--- config.mk ---
export PLATFORM = sky130hd
export DESIGN_NAME = wr_strobe_qual
export DESIGN_NICKNAME = d
export VERILOG_FILES = /design/src/rtl/wsq_pkg.sv /design/src/rtl/wsq_strobe_filter.sv /design/src/rtl/wsq_pwr_lockout.sv /design/src/rtl/wsq_event.sv /design/src/rtl/wr_strobe_qual.sv
export SDC_FILE = /design/constraint.sdc
export NUM_CORES = 1
export LEC_CHECK = 0
export BUFFER_PORTS_ARGS = -buffer_cell sky130_fd_sc_hd__buf_4
export CAP_MARGIN = 20
export CORE_ASPECT_RATIO = 0.5
export CORE_MARGIN = 8
export CORE_UTILIZATION = 60
export CTS_BUF_LIST = sky130_fd_sc_hd__clkbuf_2
export DETAILED_ROUTE_END_ITERATION = 8
export MAX_ROUTING_LAYER = met4
export PLACE_DENSITY = 0.93
export SYNTH_ARGS = -nofsm -noshare
export SYNTH_HDL_FRONTEND = slang
export SYNTH_SLANG_ARGS = --single-unit
--- constraint.sdc ---
create_clock -name clk -period 3.75 [get_ports clk]
set_input_delay 0.375 -clock clk [delete_from_list [all_inputs] [get_ports clk]]
set_output_delay 0.375 -clock clk [all_outputs]
set_load 0.02 [all_outputs]
--- src/rtl/wsq_pkg.sv ---
`timescale 1ns/1ps
package wsq_pkg;
   // strobe lane indices used by the filter generate loop
   localparam int STB_CE  = 0;
   localparam int STB_WE  = 1;
   localparam int NUM_STB = 2;

   typedef enum logic {
      EV_IDLE  = 1'b0,
      EV_ARMED = 1'b1
   } ev_state_e;
endpackage

--- src/rtl/wsq_strobe_filter.sv ---
`timescale 1ns/1ps
// Qualifies one active-low strobe: low_q_o rises only after the raw line
// has been sampled low on GLITCH_CYC consecutive edges, and drops on the
// edge that samples it high again.
module wsq_strobe_filter #(
   parameter int GLITCH_CYC = 3
) (
   input  logic clk,
   input  logic rst_n,
   input  logic strobe_n_i,
   output logic low_q_o
);
   generate
      if (GLITCH_CYC < 0) begin : g_bad_cfg
         $error("wsq_strobe_filter: GLITCH_CYC must not be negative");
      end

      if (GLITCH_CYC == 0) begin : g_bypass
         assign low_q_o = ~strobe_n_i;
      end else begin : g_count
         localparam int CW = $clog2(GLITCH_CYC + 1);
         localparam logic [CW-1:0] CNT_MAX = CW'(GLITCH_CYC);

         logic [CW-1:0] low_cnt_q;

         always_ff @(posedge clk or negedge rst_n) begin
            if (!rst_n) begin
               low_cnt_q <= '0;
            end else if (strobe_n_i) begin
               low_cnt_q <= '0;
            end else if (low_cnt_q != CNT_MAX) begin
               low_cnt_q <= low_cnt_q + 1'b1;
            end
         end

         assign low_q_o = (low_cnt_q == CNT_MAX);
      end
   endgenerate
endmodule

--- src/rtl/wsq_pwr_lockout.sv ---
`timescale 1ns/1ps
// Holds writes off until supply-good has been seen high for PON_CYC
// consecutive edges; any low sample restarts the count.
module wsq_pwr_lockout #(
   parameter int PON_CYC = 1000000
) (
   input  logic clk,
   input  logic rst_n,
   input  logic pwr_good_i,
   output logic wr_ok_o
);
   generate
      if (PON_CYC < 0) begin : g_bad_cfg
         $error("wsq_pwr_lockout: PON_CYC must not be negative");
      end

      if (PON_CYC == 0) begin : g_bypass
         assign wr_ok_o = pwr_good_i;
      end else begin : g_count
         localparam int CW = $clog2(PON_CYC + 1);
         localparam logic [CW-1:0] CNT_MAX = CW'(PON_CYC);

         logic [CW-1:0] on_cnt_q;

         always_ff @(posedge clk or negedge rst_n) begin
            if (!rst_n) begin
               on_cnt_q <= '0;
            end else if (!pwr_good_i) begin
               on_cnt_q <= '0;
            end else if (on_cnt_q != CNT_MAX) begin
               on_cnt_q <= on_cnt_q + 1'b1;
            end
         end

         assign wr_ok_o = (on_cnt_q == CNT_MAX);
      end
   endgenerate
endmodule

--- src/rtl/wsq_event.sv ---
`timescale 1ns/1ps
// Forms the write event: opens on the rise of "both strobes qualified low",
// captures the address there, closes on the first raw strobe rise where
// the data is captured, and cancels on output-enable low or lost power.
module wsq_event
   import wsq_pkg::*;
#(
   parameter int ADDR_W = 13,
   parameter int DATA_W = 8
) (
   input  logic              clk,
   input  logic              rst_n,
   input  logic              ce_low_q_i,
   input  logic              we_low_q_i,
   input  logic              ce_n_raw_i,
   input  logic              we_n_raw_i,
   input  logic              oe_n_i,
   input  logic              wr_ok_i,
   input  logic [ADDR_W-1:0] addr_i,
   input  logic [DATA_W-1:0] data_i,
   output logic              wr_pulse_o,
   output logic [ADDR_W-1:0] wr_addr_o,
   output logic [DATA_W-1:0] wr_data_o
);
   ev_state_e         state_q;
   logic              both_low_prev_q;
   logic              pulse_q;
   logic [ADDR_W-1:0] addr_q;
   logic [DATA_W-1:0] data_q;

   logic both_low;
   logic start;
   logic live;
   logic end_seen;
   logic cancel;

   always_comb begin
      both_low = ce_low_q_i & we_low_q_i;
      start    = both_low & ~both_low_prev_q & oe_n_i & wr_ok_i;
      live     = (state_q == EV_ARMED) | start;
      end_seen = ce_n_raw_i | we_n_raw_i;
      cancel   = ~oe_n_i | ~wr_ok_i;
   end

   always_ff @(posedge clk or negedge rst_n) begin
      if (!rst_n) begin
         state_q         <= EV_IDLE;
         both_low_prev_q <= 1'b0;
         pulse_q         <= 1'b0;
         addr_q          <= '0;
         data_q          <= '0;
      end else begin
         pulse_q         <= 1'b0;
         both_low_prev_q <= both_low;
         if (start) begin
            addr_q <= addr_i;
         end
         if (live) begin
            if (cancel) begin
               state_q <= EV_IDLE;
            end else if (end_seen) begin
               data_q  <= data_i;
               pulse_q <= 1'b1;
               state_q <= EV_IDLE;
            end else begin
               state_q <= EV_ARMED;
            end
         end
      end
   end

   assign wr_pulse_o = pulse_q;
   assign wr_addr_o  = addr_q;
   assign wr_data_o  = data_q;
endmodule

--- src/rtl/wr_strobe_qual.sv ---
`timescale 1ns/1ps
module wr_strobe_qual
   import wsq_pkg::*;
#(
   parameter int ADDR_W     = 13,
   parameter int DATA_W     = 8,
   parameter int GLITCH_CYC = 3,
   parameter int PON_CYC    = 1000000
) (
   input  logic              clk,
   input  logic              rst_n,
   input  logic              ce_n_i,
   input  logic              oe_n_i,
   input  logic              we_n_i,
   input  logic [ADDR_W-1:0] addr_i,
   input  logic [DATA_W-1:0] data_i,
   input  logic              pwr_good_i,
   output logic              wr_pulse_o,
   output logic [ADDR_W-1:0] wr_addr_o,
   output logic [DATA_W-1:0] wr_data_o
);
   generate
      if (ADDR_W < 1 || DATA_W < 1) begin : g_bad_width
         $error("wr_strobe_qual: ADDR_W and DATA_W must be positive");
      end
   endgenerate

   logic [NUM_STB-1:0] stb_n_raw;
   logic [NUM_STB-1:0] stb_low_q;
   logic               wr_ok;

   assign stb_n_raw[STB_CE] = ce_n_i;
   assign stb_n_raw[STB_WE] = we_n_i;

   generate
      for (genvar s = 0; s < NUM_STB; s++) begin : g_stb
         wsq_strobe_filter #(
            .GLITCH_CYC (GLITCH_CYC)
         ) u_filt (
            .clk        (clk),
            .rst_n      (rst_n),
            .strobe_n_i (stb_n_raw[s]),
            .low_q_o    (stb_low_q[s])
         );
      end
   endgenerate

   wsq_pwr_lockout #(
      .PON_CYC (PON_CYC)
   ) u_lock (
      .clk        (clk),
      .rst_n      (rst_n),
      .pwr_good_i (pwr_good_i),
      .wr_ok_o    (wr_ok)
   );

   wsq_event #(
      .ADDR_W (ADDR_W),
      .DATA_W (DATA_W)
   ) u_evt (
      .clk        (clk),
      .rst_n      (rst_n),
      .ce_low_q_i (stb_low_q[STB_CE]),
      .we_low_q_i (stb_low_q[STB_WE]),
      .ce_n_raw_i (stb_n_raw[STB_CE]),
      .we_n_raw_i (stb_n_raw[STB_WE]),
      .oe_n_i     (oe_n_i),
      .wr_ok_i    (wr_ok),
      .addr_i     (addr_i),
      .data_i     (data_i),
      .wr_pulse_o (wr_pulse_o),
      .wr_addr_o  (wr_addr_o),
      .wr_data_o  (wr_data_o)
   );
endmodule

# Word level (Yosys, flattened, before mapping)
# Cells that the tools add are included.
[classes]
addsub = 3
n_eq_ne = 7
muxes = 11
bitwise_logic = 11
reduce_logical = 3
[op_table]
columns = ["op", "n"]
rows = [
  ["two-way mux 20 bit", 2],
  ["adder 20 x 1 -> 20 bit, second input constant", 1],
  ["== test 20 bit, second input constant", 1],
  ["!= test 20 bit, second input constant", 1],
  ["two-way mux 2 bit", 4],
  ["two-way mux 1 bit", 5],
  ["adder 2 x 1 -> 2 bit, second input constant", 2],
  ["AND 1 bit", 4],
  ["== test 2 bit, second input constant", 2],
  ["!= test 2 bit, second input constant", 2],
  ["inverter 1 bit", 4],
  ["nonzero test 2 bit", 2],
  ["OR 1 bit", 3],
  ["AND reduction 3 bit", 1],
  ["!= test 2 x 1 -> 1 bit, second input constant", 1],
]
[word_totals]
ff_bits = 48
inputBits = 27
out_inout_bits = 22
elab_cells = 43

# Logic depth before layout (Yosys ltp)
[depth]
word_depth = 7
mapped_depth = 7
depth_no_buf = 6

# Cells and area by module
# Synthesis repeated with hierarchy kept, for this count alone.
[hier_totals]
hier_cells = 185
area_unflattened_um2 = 2203.4
[modules_own_cells]
columns = ["mod", "instances", "cells_each", "area_each_um2", "seq_area_each_um2"]
rows = [
  ["wsq_pwr_lockout", 1, 116, 1061.0, 500.5],
  ["wsq_event", 1, 55, 964.7, 600.6],
  ["wsq_strobe_filter", 2, 7, 88.8, 50.0],
]

# Worst setup path after synthesis
# No wires, ideal clock.
[synth_path]
path_type = "reg2reg"
start = "reg u_lock.g_count.on_cnt_q[0]"
end = "reg u_evt.data_q[0] (netlist: u_evt.wr_data_o[0])"
setup_ps = 125
arrival_time_ps = 1889
required_time_ps = 3625
path_slack_ps = 1736
path_stages_with_launch = 7
n_path_buf = 0
period_less_slack_ps = 2014
path_cell_list = "dfrtp_1 inv_1 ha_1 and4bb_2 nand4b_1 nor4_4 mux2_2"
[synth_via]
elab_chain_cells = 5
word_cells_on_any_way = 7
cone_classes = "eq/ne (1); bitwise (5); reduce/logical (1)"
[synth_rtl]
columns = ["item", "line", "source"]
rows = [
  ["from (decl)", "wsq_pwr_lockout.sv:23", "logic [CW-1:0] on_cnt_q;"],
  ["from (signal assigned)", "wsq_pwr_lockout.sv:31", "on_cnt_q <= on_cnt_q + 1'b1;"],
  ["== test 20 bit (*)", "wsq_pwr_lockout.sv:35", "assign wr_ok_o = (on_cnt_q == CNT_MAX);"],
  ["inverter 1 bit", "wsq_event.sv:42", "cancel = ~oe_n_i | ~wr_ok_i;"],
  ["OR 1 bit", "wsq_event.sv:42", ""],
  ["inverter 1 bit (no line)", "-", ""],
  ["AND reduction 3 bit (no line) (*)", "-", ""],
  ["to (signal assigned)", "wsq_event.sv:62", "data_q <= data_i;"],
  ["to (decl)", "wsq_event.sv:29", "logic [DATA_W-1:0] data_q;"],
]
# Every way passes the cells marked *; elsewhere a longest branch is shown, timed or not.
# A chain may end at the register's enable or synchronous reset.

# Worst setup path after layout
[layout_path]
start = "reg u_lock.g_count.on_cnt_q[2]"
end = "reg u_evt.addr_q[9] (netlist: u_evt.wr_addr_o[9])"
[layout_via]
elab_chain_cells = 2
[layout_rtl]
columns = ["item", "line", "source"]
rows = [
  ["== test 20 bit", "wsq_pwr_lockout.sv:35", ""],
  ["AND 1 bit", "wsq_event.sv:39", "start = both_low & ~both_low_prev_q & oe_n_i & wr_ok_i;"],
  ["to (signal assigned)", "wsq_event.sv:56", "addr_q <= addr_i;"],
  ["to (decl)", "wsq_event.sv:28", "logic [ADDR_W-1:0] addr_q;"],
]
# Every way passes these cells.

==> reports/metrics.cfg <==
[outcome]
status=complete, no violations

[placement]
place_congestion=0.8580
pre_cts_ws_ps=1326
numPortBuffers=48
dp_hpwl_um=3749

[clock_tree]
cts.clk_slew.worst_paths_ps=240
clock-sinks=48
cts_buffers=5
postCtsHoldBufs=1
clk_path_buf_depth=2
cts-root-buf=clkbuf_2
postCtsSetupBuffers=0
cts_tree=yes
insertion_delay_ps=420
postCtsResizedCells=0
ctsHtreeMaxLevel=2

[grt]
grt_antenna_before_repair=0
grt_pass1_vias=1615
grt_pass1_wl_um=8107
grt_usage_pct=18.19
grt_max_degree=49
overflow=0

[sta]
slew_viol_final=0
setup_ws_ps=1301
min_period_over_period_pct=65.30
skew_ps=19.94
slew_headroom_pct=39.75
min_period_ps=2449
setup_violations=0
setup_tns_ps=0
worst_pin_slew_ps=896.9
rsz0062_at_grt=no
fmax_mhz=408.4
final_hold_viol_count=0

[drt]
vias_per_cell=5.825
wl_um=5121
drt_iter0_markers=111
drc=0
wl_per_cell_um=17.60
ant_nets=0
route.vias.total=1695
drtPass1Iterations=4

[floorplan]
die_h_um=58.96
rows=15
io_pins=49
die_area_mm2=0.006009
core_area_mm2=0.003491
die_w_um=101.9
initial_utilization_pct=63.44

[synthesis]
synth.distinct_cells=36
yosysSeqAreaShare_pct=54.24
synth_cells=188
avgSynthCellArea_um2=11.78
yosys_warnings=0
syn_area_mm2=0.002215
ys_seq_elements=48
synth_fp_nets=219

[finish]
fin_util_pct=77.13
syn_to_final_growth_pct=21.58
drive_above_1_share_pct=35.42
n_antenna_cell=0
fin_nets=270

[power]
leakagePower_uw=0.001301
peakVddDrop_v=0.0001777
p_per_area_mw_per_mm2=330.5

[critical_path]
path_class=register to register
max_stage_delay_ps=810
end_kind=register
worstPathCellList=nor4_2 > or2b_1 > nor4_4 > mux2_2
crit_slowest_cell=nor4_4
cp_data_required_time_ps=4090
crit_fanout=13
arrival_ps=2790
cp-start-kind=register

[min_path]
hold_class=input port to register

[run]
maxCapViolCount=0

-- area by class of cell --
cell class	instances	area [um^2]
clock inverters	3	42.54
multi-input cells	129	967.2
repair buffers	49	370.4
well taps	51	63.81
clock buffers	5	25.02
flip-flops and latches	48	1201
inverters	6	22.52
fillers	191	798.3
-- layout by cell type, fill, tap and decap left out, types with 2 or more instances in the layout --
cell / instances
mux2_2: 21
ha_1: 4
nand4_1: 4
nor2_1: 15
buf_4: 48
mux2i_1: 4
nand2_1: 11
o31ai_1: 4
nor3_1: 4
and2_1: 2
o21ai_0: 6
nand2b_1: 2
or3_1: 3
and4bb_2: 2
clkbuf_2: 5
nor4_4: 2
a21oi_1: 9
nand3_1: 8
or4_1: 4
dfrtp_1: 48
nor4_1: 2
xor2_1: 11
inv_1: 5
-- worst paths after layout --
check,from,to,slack (ps),depth (start not counted)
hold reg to reg,u_evt.wr_data_o[3]$_DFFE_PN0P_,u_evt.wr_data_o[3]$_DFFE_PN0P_,540,1
setup / recovery,u_lock.g_count.on_cnt_q[2]$_DFFE_PN0P_,u_evt.wr_addr_o[9]$_DFFE_PN0P_,1300,4
setup reg to reg,u_lock.g_count.on_cnt_q[2]$_DFFE_PN0P_,u_evt.wr_addr_o[9]$_DFFE_PN0P_,1300,4
min in group asynchronous,rst_n,u_evt.wr_addr_o[2]$_DFFE_PN0P_,470,2
max in group asynchronous,rst_n,u_lock.g_count.on_cnt_q[12]$_DFFE_PN0P_,2890,2
hold / removal,ce_n_i,g_stb[0].u_filt.g_count.low_cnt_q[1]$_DFFE_PN0P_,90,2
-- metrics by stage --
step | area [um^2] | total power (uW) | std cells | hold slack [ps]
detailed placement | 2615 | 623.5 | 282 | 414.7
global route | 2693 | 920.4 | 291 | 67.48
floorplan | 2215 | 580.1 | 188 | 79.41
global placement | 2615 | 615.5 | 282 | 408.5
CTS | 2693 | 894.2 | 291 | 79.43
finish | 2693 | 890.0 | 291 | 88.62
-- critical path, delay by kind of cell, from the launching register on --
kind / cells / cell delay, ps
multiplexers: 1 / 440
AND/OR/NAND/NOR: 3 / 1440
flip-flops: 1 / 510
-- registers in the layout, summed over array words and instances, names as in the netlist --
| name | cells |
|---|---|
| g_stb.u_filt.g_count.low_cnt_q | 4 |
| u_evt.both_low_prev_q | 1 |
| u_evt.state_q | 1 |
| u_evt.wr_addr_o | 13 |
| u_evt.wr_data_o | 8 |
| u_evt.wr_pulse_o | 1 |
| u_lock.g_count.on_cnt_q | 20 |
-- cell usage after synthesis --
master    number  area, um^2
dfrtp_1       48        1201
mux2_2        21       236.5
nor2_1        15       56.30
nand2_1       11       41.29
xor2_1        11       96.34
a21oi_1        9       45.04
nand3_1        8       40.04
o21ai_0        6       30.03
inv_1          5       18.77
ha_1           4       50.05
mux2i_1        4       40.04
nand4_1        4       25.02
nor3_1         4       20.02
o31ai_1        4       30.03
or4_1          4       30.03
clkbuf_1       3       11.26
or3_1          3       18.77
and2_1         2       12.51
and4bb_2       2       25.02
nand2b_1       2       12.51
nor4_1         2       12.51
nor4_4         2       42.54
and3_2         1       7.510
and3b_1        1       8.760
and4_1         1       8.760
and4_2         1       10.01
and4b_1        1       10.01
buf_2          1       5.000
buf_4          1       7.510
clkinv_1       1       3.750
nand4b_1       1       8.760
nor2b_1        1       6.260
nor4_2         1       12.51
nor4b_1        1       8.760
or2b_1         1       7.510
or4b_4         1       13.76
-- routing by layer --
layer | up-vias | global-route usage [%] | routed length (um)
li1 | 781 | - | -
met1 | 832 | 21.27 | 2111
met2 | 69 | 29.11 | 2453
met3 | 13 | 5.523 | 451
met4 | 0 | 7.231 | 106
met5 | - | - | 0
-- power by group --
group          internal [uW]  switching [uW]  leakage, uW
Combinational           36.2            39.3     0.000599
Sequential               531            9.51     0.000664
Clock                    111             163    0.0000390
Total                    678             212      0.00130
-- cell families after synthesis --
group / Yosys count / share of synthesized area (%)
simple gates: 70 / 19.83
flops: 48 / 54.24
mux: 25 / 12.49
compound gates: 19 / 4.746
xor+xnor: 11 / 4.350
buf+inv: 11 / 2.090
fa+ha+maj: 4 / 2.260
Note: power is estimated with default switching activity, not from simulation.
